$ cat src/rtl/pwm_shadow_pkg.sv
package pwm_shadow_pkg;

  localparam int DIV_W     = 4;
  localparam int OFS_CTRL  = 0;
  localparam int OFS_COUNT = 4;

  localparam int POS_DIV   = 16;
  localparam int POS_MODE  = 15;
  localparam int POS_HOLD  = 11;
  localparam int POS_ONE   = 4;
  localparam int POS_RUN   = 0;
  localparam int POS_PER   = 16;
  localparam int POS_PH    = 0;

  // Exponent of the prescaler: odd steps in mode 0, even steps in mode 1.
  function automatic int unsigned div_exponent(input logic [DIV_W-1:0] code,
                                               input logic mode,
                                               input int unsigned max_exp);
    int unsigned e;
    e = 2 * int'(code) + (mode ? 0 : 1);
    if (e > max_exp) e = max_exp;
    return e;
  endfunction

  // Terminal value of the prescaler for a given exponent.
  function automatic logic [31:0] tick_limit(input int unsigned e);
    return (32'd1 << e) - 32'd1;
  endfunction

endpackage

$ cat src/rtl/pwm_regs.sv
module pwm_regs
  import pwm_shadow_pkg::*;
#(
  parameter int ADDR_W = 4,
  parameter int CNT_W  = 10
) (
  input  logic              clk,
  input  logic              rst_n,
  input  logic [ADDR_W-1:0] bus_addr,
  input  logic              bus_we,
  input  logic [31:0]       bus_wdata,
  output logic [31:0]       bus_rdata,
  input  logic              run_q,
  output logic [DIV_W-1:0]  sh_div_nxt,
  output logic              sh_mode_nxt,
  output logic [CNT_W-1:0]  sh_per_nxt,
  output logic [CNT_W-1:0]  sh_ph_nxt,
  output logic              hold_q,
  output logic              oneshot_q,
  output logic              ctrl_wr,
  output logic              wr_run,
  output logic              hold_set,
  output logic              hold_fall,
  output logic              direct_ctrl,
  output logic              direct_cnt
);

  localparam logic [ADDR_W-1:0] A_CTRL  = ADDR_W'(OFS_CTRL);
  localparam logic [ADDR_W-1:0] A_COUNT = ADDR_W'(OFS_COUNT);

  logic [DIV_W-1:0] sh_div_q;
  logic             sh_mode_q;
  logic [CNT_W-1:0] sh_per_q, sh_ph_q;
  logic             cnt_wr, new_hold;
  logic             unused_wdata;

  assign unused_wdata = ^bus_wdata;
  assign ctrl_wr  = bus_we && (bus_addr == A_CTRL);
  assign cnt_wr   = bus_we && (bus_addr == A_COUNT);
  assign new_hold = bus_wdata[POS_HOLD];
  assign wr_run   = bus_wdata[POS_RUN];

  // Events handed to the active copy
  assign hold_set    = ctrl_wr && new_hold;
  assign hold_fall   = ctrl_wr && hold_q && !new_hold;
  assign direct_ctrl = ctrl_wr && !hold_q && !new_hold;
  assign direct_cnt  = cnt_wr && !hold_q;

  always_comb begin
    sh_div_nxt  = sh_div_q;
    sh_mode_nxt = sh_mode_q;
    sh_per_nxt  = sh_per_q;
    sh_ph_nxt   = sh_ph_q;
    if (ctrl_wr) begin
      sh_div_nxt  = bus_wdata[POS_DIV +: DIV_W];
      sh_mode_nxt = bus_wdata[POS_MODE];
    end
    if (cnt_wr) begin
      sh_per_nxt = bus_wdata[POS_PER +: CNT_W];
      sh_ph_nxt  = bus_wdata[POS_PH +: CNT_W];
    end
  end

  always_ff @(posedge clk or negedge rst_n) begin
    if (!rst_n) begin
      sh_div_q  <= '0;
      sh_mode_q <= 1'b0;
      sh_per_q  <= '0;
      sh_ph_q   <= '0;
      hold_q    <= 1'b0;
      oneshot_q <= 1'b0;
    end else begin
      sh_div_q  <= sh_div_nxt;
      sh_mode_q <= sh_mode_nxt;
      sh_per_q  <= sh_per_nxt;
      sh_ph_q   <= sh_ph_nxt;
      if (ctrl_wr) begin
        hold_q    <= new_hold;
        oneshot_q <= bus_wdata[POS_ONE];
      end
    end
  end

  always_comb begin
    bus_rdata = '0;
    if (bus_addr == A_CTRL) begin
      bus_rdata[POS_DIV +: DIV_W] = sh_div_q;
      bus_rdata[POS_MODE]         = sh_mode_q;
      bus_rdata[POS_HOLD]         = hold_q;
      bus_rdata[POS_ONE]          = oneshot_q;
      bus_rdata[POS_RUN]          = run_q;
    end else if (bus_addr == A_COUNT) begin
      bus_rdata[POS_PER +: CNT_W] = sh_per_q;
      bus_rdata[POS_PH +: CNT_W]  = sh_ph_q;
    end
  end

endmodule

$ cat src/rtl/pwm_active.sv
module pwm_active
  import pwm_shadow_pkg::*;
#(
  parameter int CNT_W   = 10,
  parameter int MAX_EXP = 24,
  parameter int EXP_W   = 5
) (
  input  logic             clk,
  input  logic             rst_n,
  input  logic [DIV_W-1:0] sh_div_nxt,
  input  logic             sh_mode_nxt,
  input  logic [CNT_W-1:0] sh_per_nxt,
  input  logic [CNT_W-1:0] sh_ph_nxt,
  input  logic             ctrl_wr,
  input  logic             wr_run,
  input  logic             hold_set,
  input  logic             hold_fall,
  input  logic             direct_ctrl,
  input  logic             direct_cnt,
  input  logic             oneshot_q,
  input  logic             boundary,
  output logic [CNT_W-1:0] ac_per,
  output logic [CNT_W-1:0] ac_ph,
  output logic [EXP_W-1:0] ac_exp,
  output logic             run_q,
  output logic             pend_q,
  output logic             commit_now
);

  logic [CNT_W-1:0] per_d, ph_d;
  logic [EXP_W-1:0] exp_d;
  logic             want_run, run_d, pend_d;

  // Transfer of the whole shadow set: at once when stopped, else at a boundary
  assign commit_now = (hold_fall && !run_q) || (pend_q && (boundary || !run_q));

  always_comb begin
    per_d = ac_per;
    ph_d  = ac_ph;
    exp_d = ac_exp;
    if (commit_now || direct_cnt) begin
      per_d = sh_per_nxt;
      ph_d  = sh_ph_nxt;
    end
    if (commit_now || direct_ctrl)
      exp_d = EXP_W'(div_exponent(sh_div_nxt, sh_mode_nxt, MAX_EXP));
  end

  always_comb begin
    if (hold_set || commit_now)       pend_d = 1'b0;
    else if (hold_fall && run_q)      pend_d = 1'b1;
    else                              pend_d = pend_q;
  end

  always_comb begin
    if (ctrl_wr)                       want_run = wr_run;
    else if (boundary && oneshot_q)    want_run = 1'b0;
    else                               want_run = run_q;
    run_d = want_run && (per_d != '0) && (ph_d != '0);
  end

  always_ff @(posedge clk or negedge rst_n) begin
    if (!rst_n) begin
      ac_per <= '0;
      ac_ph  <= '0;
      ac_exp <= '0;
      run_q  <= 1'b0;
      pend_q <= 1'b0;
    end else begin
      ac_per <= per_d;
      ac_ph  <= ph_d;
      ac_exp <= exp_d;
      run_q  <= run_d;
      pend_q <= pend_d;
    end
  end

endmodule

$ cat src/rtl/pwm_wave.sv
module pwm_wave
  import pwm_shadow_pkg::*;
#(
  parameter int CNT_W   = 10,
  parameter int MAX_EXP = 24,
  parameter int EXP_W   = 5
) (
  input  logic             clk,
  input  logic             rst_n,
  input  logic             run_q,
  input  logic [EXP_W-1:0] ac_exp,
  input  logic [CNT_W-1:0] ac_per,
  input  logic [CNT_W-1:0] ac_ph,
  output logic             tick,
  output logic             boundary,
  output logic [CNT_W-1:0] cnt_q,
  output logic             pwm_out
);

  localparam int PRE_W = (MAX_EXP > 0) ? MAX_EXP : 1;

  logic [PRE_W-1:0] pre_q, limit;
  logic             period_end;

  assign limit      = PRE_W'(tick_limit(int'(ac_exp)));
  assign tick       = run_q && (pre_q >= limit);
  assign period_end = (cnt_q >= (ac_per - CNT_W'(1)));
  assign boundary   = tick && period_end;
  assign pwm_out    = run_q && (cnt_q < ac_ph);

  always_ff @(posedge clk or negedge rst_n) begin
    if (!rst_n) begin
      pre_q <= '0;
      cnt_q <= '0;
    end else if (!run_q) begin
      pre_q <= '0;
      cnt_q <= '0;
    end else if (tick) begin
      pre_q <= '0;
      cnt_q <= period_end ? '0 : cnt_q + CNT_W'(1);
    end else begin
      pre_q <= pre_q + PRE_W'(1);
    end
  end

endmodule

$ cat src/rtl/pwm_shadow_timer.sv
module pwm_shadow_timer
  import pwm_shadow_pkg::*;
#(
  parameter int ADDR_W  = 4,
  parameter int CNT_W   = 10,
  parameter int MAX_EXP = 24
) (
  input  logic              clk,
  input  logic              rst_n,
  input  logic [ADDR_W-1:0] bus_addr,
  input  logic              bus_we,
  input  logic [31:0]       bus_wdata,
  output logic [31:0]       bus_rdata,
  output logic              pwm_out
);

  localparam int EXP_W = $clog2(MAX_EXP + 1) + 1;

  logic [DIV_W-1:0] sh_div_nxt;
  logic             sh_mode_nxt;
  logic [CNT_W-1:0] sh_per_nxt, sh_ph_nxt;
  logic             hold_q, oneshot_q, ctrl_wr, wr_run;
  logic             hold_set, hold_fall, direct_ctrl, direct_cnt;
  logic [CNT_W-1:0] ac_per, ac_ph, cnt_q;
  logic [EXP_W-1:0] ac_exp;
  logic             run_q, pend_q, commit_now, tick, boundary;

  pwm_regs #(.ADDR_W(ADDR_W), .CNT_W(CNT_W)) u_regs (
    .clk, .rst_n, .bus_addr, .bus_we, .bus_wdata, .bus_rdata, .run_q,
    .sh_div_nxt, .sh_mode_nxt, .sh_per_nxt, .sh_ph_nxt,
    .hold_q, .oneshot_q, .ctrl_wr, .wr_run,
    .hold_set, .hold_fall, .direct_ctrl, .direct_cnt
  );

  pwm_active #(.CNT_W(CNT_W), .MAX_EXP(MAX_EXP), .EXP_W(EXP_W)) u_active (
    .clk, .rst_n, .sh_div_nxt, .sh_mode_nxt, .sh_per_nxt, .sh_ph_nxt,
    .ctrl_wr, .wr_run, .hold_set, .hold_fall, .direct_ctrl, .direct_cnt,
    .oneshot_q, .boundary, .ac_per, .ac_ph, .ac_exp, .run_q, .pend_q,
    .commit_now
  );

  pwm_wave #(.CNT_W(CNT_W), .MAX_EXP(MAX_EXP), .EXP_W(EXP_W)) u_wave (
    .clk, .rst_n, .run_q, .ac_exp, .ac_per, .ac_ph,
    .tick, .boundary, .cnt_q, .pwm_out
  );

endmodule

$ cat config.mk
export PLATFORM = sky130hd
export DESIGN_NAME = pwm_shadow_timer
export DESIGN_NICKNAME = d
export VERILOG_FILES = /design/src/rtl/pwm_shadow_pkg.sv /design/src/rtl/pwm_regs.sv /design/src/rtl/pwm_active.sv /design/src/rtl/pwm_wave.sv /design/src/rtl/pwm_shadow_timer.sv
export SDC_FILE = /design/constraint.sdc
export NUM_CORES = 1
export LEC_CHECK = 0
export ABC_AREA = 1
export BUFFER_PORTS_ARGS = -buffer_cell sky130_fd_sc_hd__buf_2
export CAP_MARGIN = 5
export CORE_MARGIN = 1.5
export CORE_UTILIZATION = 29
export CTS_CLUSTER_SIZE = 8
export DETAILED_ROUTE_END_ITERATION = 8
export PLACE_DENSITY = 0.53
export SYNTH_ARGS = -nofsm -noshare
export SYNTH_HDL_FRONTEND = slang
export SYNTH_SLANG_ARGS = --single-unit
$ cat constraint.sdc
create_clock -name clk -period 7.95 [get_ports clk]
set_input_delay 0 -clock clk [delete_from_list [all_inputs] [get_ports clk]]
set_output_delay 0 -clock clk [all_outputs]
set_load 0.02 [all_outputs]
==> qor.yml <==
min_path_type: "in -> async"
grt_pass1_vias: 4613
period_minus_slack_ns: 4.65
relSlewSlack: 0.427
synth-edff-count: 0
first_pass_iters: 5
nets: 912
die_y_um: 145
tns_ns: 0
drive_above_1_share: 0.117
fin_util: 0.347
synth_area_um2: 5820
std_cell_rows: 51
cellPowerDensity_nw_per_um2: 254
cp-end-kind: "flop"
gp_congestion: 0.861
rsz0062_at_grt: "no"
startpoint_type: "flop"
fin_worst_skew_ns: 0.0121
synth_area_per_cell_um2: 7.70
overflow: 0
r2r_end: "u_active.run_q"
path_class: "reg -> reg"
dpl.hpwl_mm: 9.71
cts_buffer_depth: 2
worstRegToRegCells: 24
ioPinCount: 72
start_util: 0.297
status: "complete, no violations"
synth_top_area_cell: "dfrtp_1"
vias: 4779
cts_root_buf: "clkbuf_16"
die_w_um: 145
async_reset_ff_frac: 1.00
portBuffers: 51
report.final.slew_viol_count: 0
required_ns: 8.20
setup_viol: 0
synth_common_cells: "nand2_1 (154), inv_1 (124), nor2_1 (98)"
peakVddDrop_uv: 121
cts_resized: 0
r2r_start: "u_active.ac_exp[4]"
yosysMostFrequentCell: "nand2_1"
setup_slack_ns: 3.30
tightestPinTransition_ns: 0.860
syn_to_final_growth_pct: 16.9
post-place-ws_ns: 3.29
leakage_nw: 3.39
drtIter0Drc: 275
synth_top_flop_cell: "dfrtp_1"
ant_nets: 0
cap_violations: 0
critPathArrivalTime_ns: 4.90
ys_seq_area_frac: 0.378
grt_max_degree: 68
wire_per_inst_um: 11.8
cts.clk_slew.worst_paths_ns: 0.07
ys_seq_elements: 88
clock.fmax_mhz: 215
die-area_um2: 20900
drc: 0
cts_max_level: 3
core_um2: 19600
grt.total_usage: 0.137
synth.area.top_cells: "dfrtp_1 (38%), ha_1 (10%), nand2_1 (9.9%), inv_1 (8.0%), nor2_1 (6.3%)"
synth_cells: 756
critPathMaxFanout: 31
ys_warn_count: 0
synth_top_area_frac: 0.378
diodes: 0
clk-insertion-delay-late_ns: 0.36
vias_per_cell: 4.36
ys_types: 47
routed_wl_mm: 12.9
cts_tree: "built"
antenna_found_initial: 0
fin_crit_sh: 0.585
clkSinkCount: 88
numCtsBuffers: 9
grt_pass1_wl_mm: 22.4
hold_violations: 0
n_fill_cell: 2125
reg2reg_setup_slack_ns: 3.30
==> placed cells by master, fill, tap and decap left out, drive strengths merged, types with 3 or more instances in the layout <==
cell type,n
xnor2,13
inv,135
dfrtp,88
nand4,12
o21a,5
nor2,101
xor2,24
o22ai,8
nor3,15
nand3,24
nand2,157
a21oi,22
a21o,3
ha,47
dlygate4sd3,23
nor4,5
clkbuf,9
buf,52
conb,10
o21ai,59
==> logic make-up (layout without fill, tap and decap cells) <==
logic type | Yosys count | after routing | share of synthesized area
other cells | 1 | 10 | 0.000644
simple gates | 320 | 320 | 0.239
xor+xnor | 37 | 37 | 0.0557
buf+inv | 154 | 220 | 0.112
fa+ha+maj | 47 | 47 | 0.101
mux | 1 | 1 | 0.00172
compound gates | 108 | 108 | 0.111
flops | 88 | 88 | 0.378
==> where the power goes <==
| group | leakage [nW] | internal [mW] | switching [mW] |
|---|---|---|---|
| clock | 0.145 | 0.222 | 0.209 |
| sequential | 1.09 | 0.539 | 0.0560 |
| combinational | 2.16 | 0.256 | 0.448 |
==> metrics by stage <==
step | total power [mW] | instances | area (µm²) | hold slack, ns
after global placement | 1.30 | 1057 | 6280 | -0.0915
after global routing | 1.90 | 1096 | 6810 | 0.103
after CTS | 1.76 | 1096 | 6810 | 0.0707
final | 1.73 | 1096 | 6810 | 0.0687
after floorplan | 1.14 | 765 | 5850 | -0.296
after detailed placement | 1.31 | 1057 | 6280 | -0.0906
==> flip-flops by register name, indices dropped and copies added (netlist names) <==
signal,count
u_regs.sh_mode_q,1
u_active.ac_per,10
u_wave.pre_q,24
u_wave.cnt_q,10
u_regs.hold_q,1
u_regs.oneshot_q,1
u_regs.sh_ph_q,10
u_regs.sh_per_q,10
u_active.ac_ph,10
u_regs.sh_div_q,4
u_active.pend_q,1
u_active.run_q,1
u_active.ac_exp,5
==> repair_timing <==
action,CTS,global route
hold buffers,23,0
endpoints found under the hold margin,49,0
buffers inserted,0,0
==> per-layer routing <==
layer	track usage	vias up	routed length, µm
met5	0	-	0
met4	0.0463	0	199
met3	0.0270	13	294
met2	0.230	42	6240
met1	0.175	2183	6170
li1	-	2541	-
==> critical path, cell delays in order, from the launching register on <==
cell and delay, ns:
dfrtp_1 0.46, nor2_1 0.45, nand2_1 0.16, ha_1 0.23, inv_1 0.10, nor2_1 0.08, nand3_1 0.14, a211oi_1 0.07
xor2_1 0.18, ha_1 0.29, nand2_1 0.06, nor2_1 0.19, nand4_1 0.14, nor2_1 0.11, nand2_1 0.06, nand2_1 0.14
nand4_1 0.55, nand3_4 0.55, nand2_1 0.12, nand2_1 0.10, nand2_1 0.05, nor2_1 0.08, nand3_1 0.10, nand2_1 0.08
nor2_1 0.04
==> worst max-delay path by stage <==
stage | slack (ns) | startpoint | endpoint
after floorplan | 4.57 | u_active.ac_exp[4] | u_active.run_q
after global placement | 3.25 | u_active.ac_exp[4] | u_active.run_q
after detailed placement | 3.29 | u_active.ac_exp[4] | u_active.run_q
after CTS | 3.26 | u_active.ac_exp[4] | u_active.run_q
after global routing | 2.71 | u_active.ac_exp[4] | u_active.run_q
final | 3.30 | u_active.ac_exp[4] | u_active.run_q
==> area by class of cell <==
class | count | area (µm²) | share of cell area
inverter | 129 | 484 | 0.0712
multi-input combinational | 523 | 3000 | 0.441
clock inverter | 7 | 66.3 | 0.00974
clock buffer | 9 | 225 | 0.0331
timing repair buffer | 75 | 495 | 0.0728
tap | 265 | 332 | 0.0487
sequential | 88 | 2200 | 0.324
No activity file was read; power rests on OpenSTA's default activity.
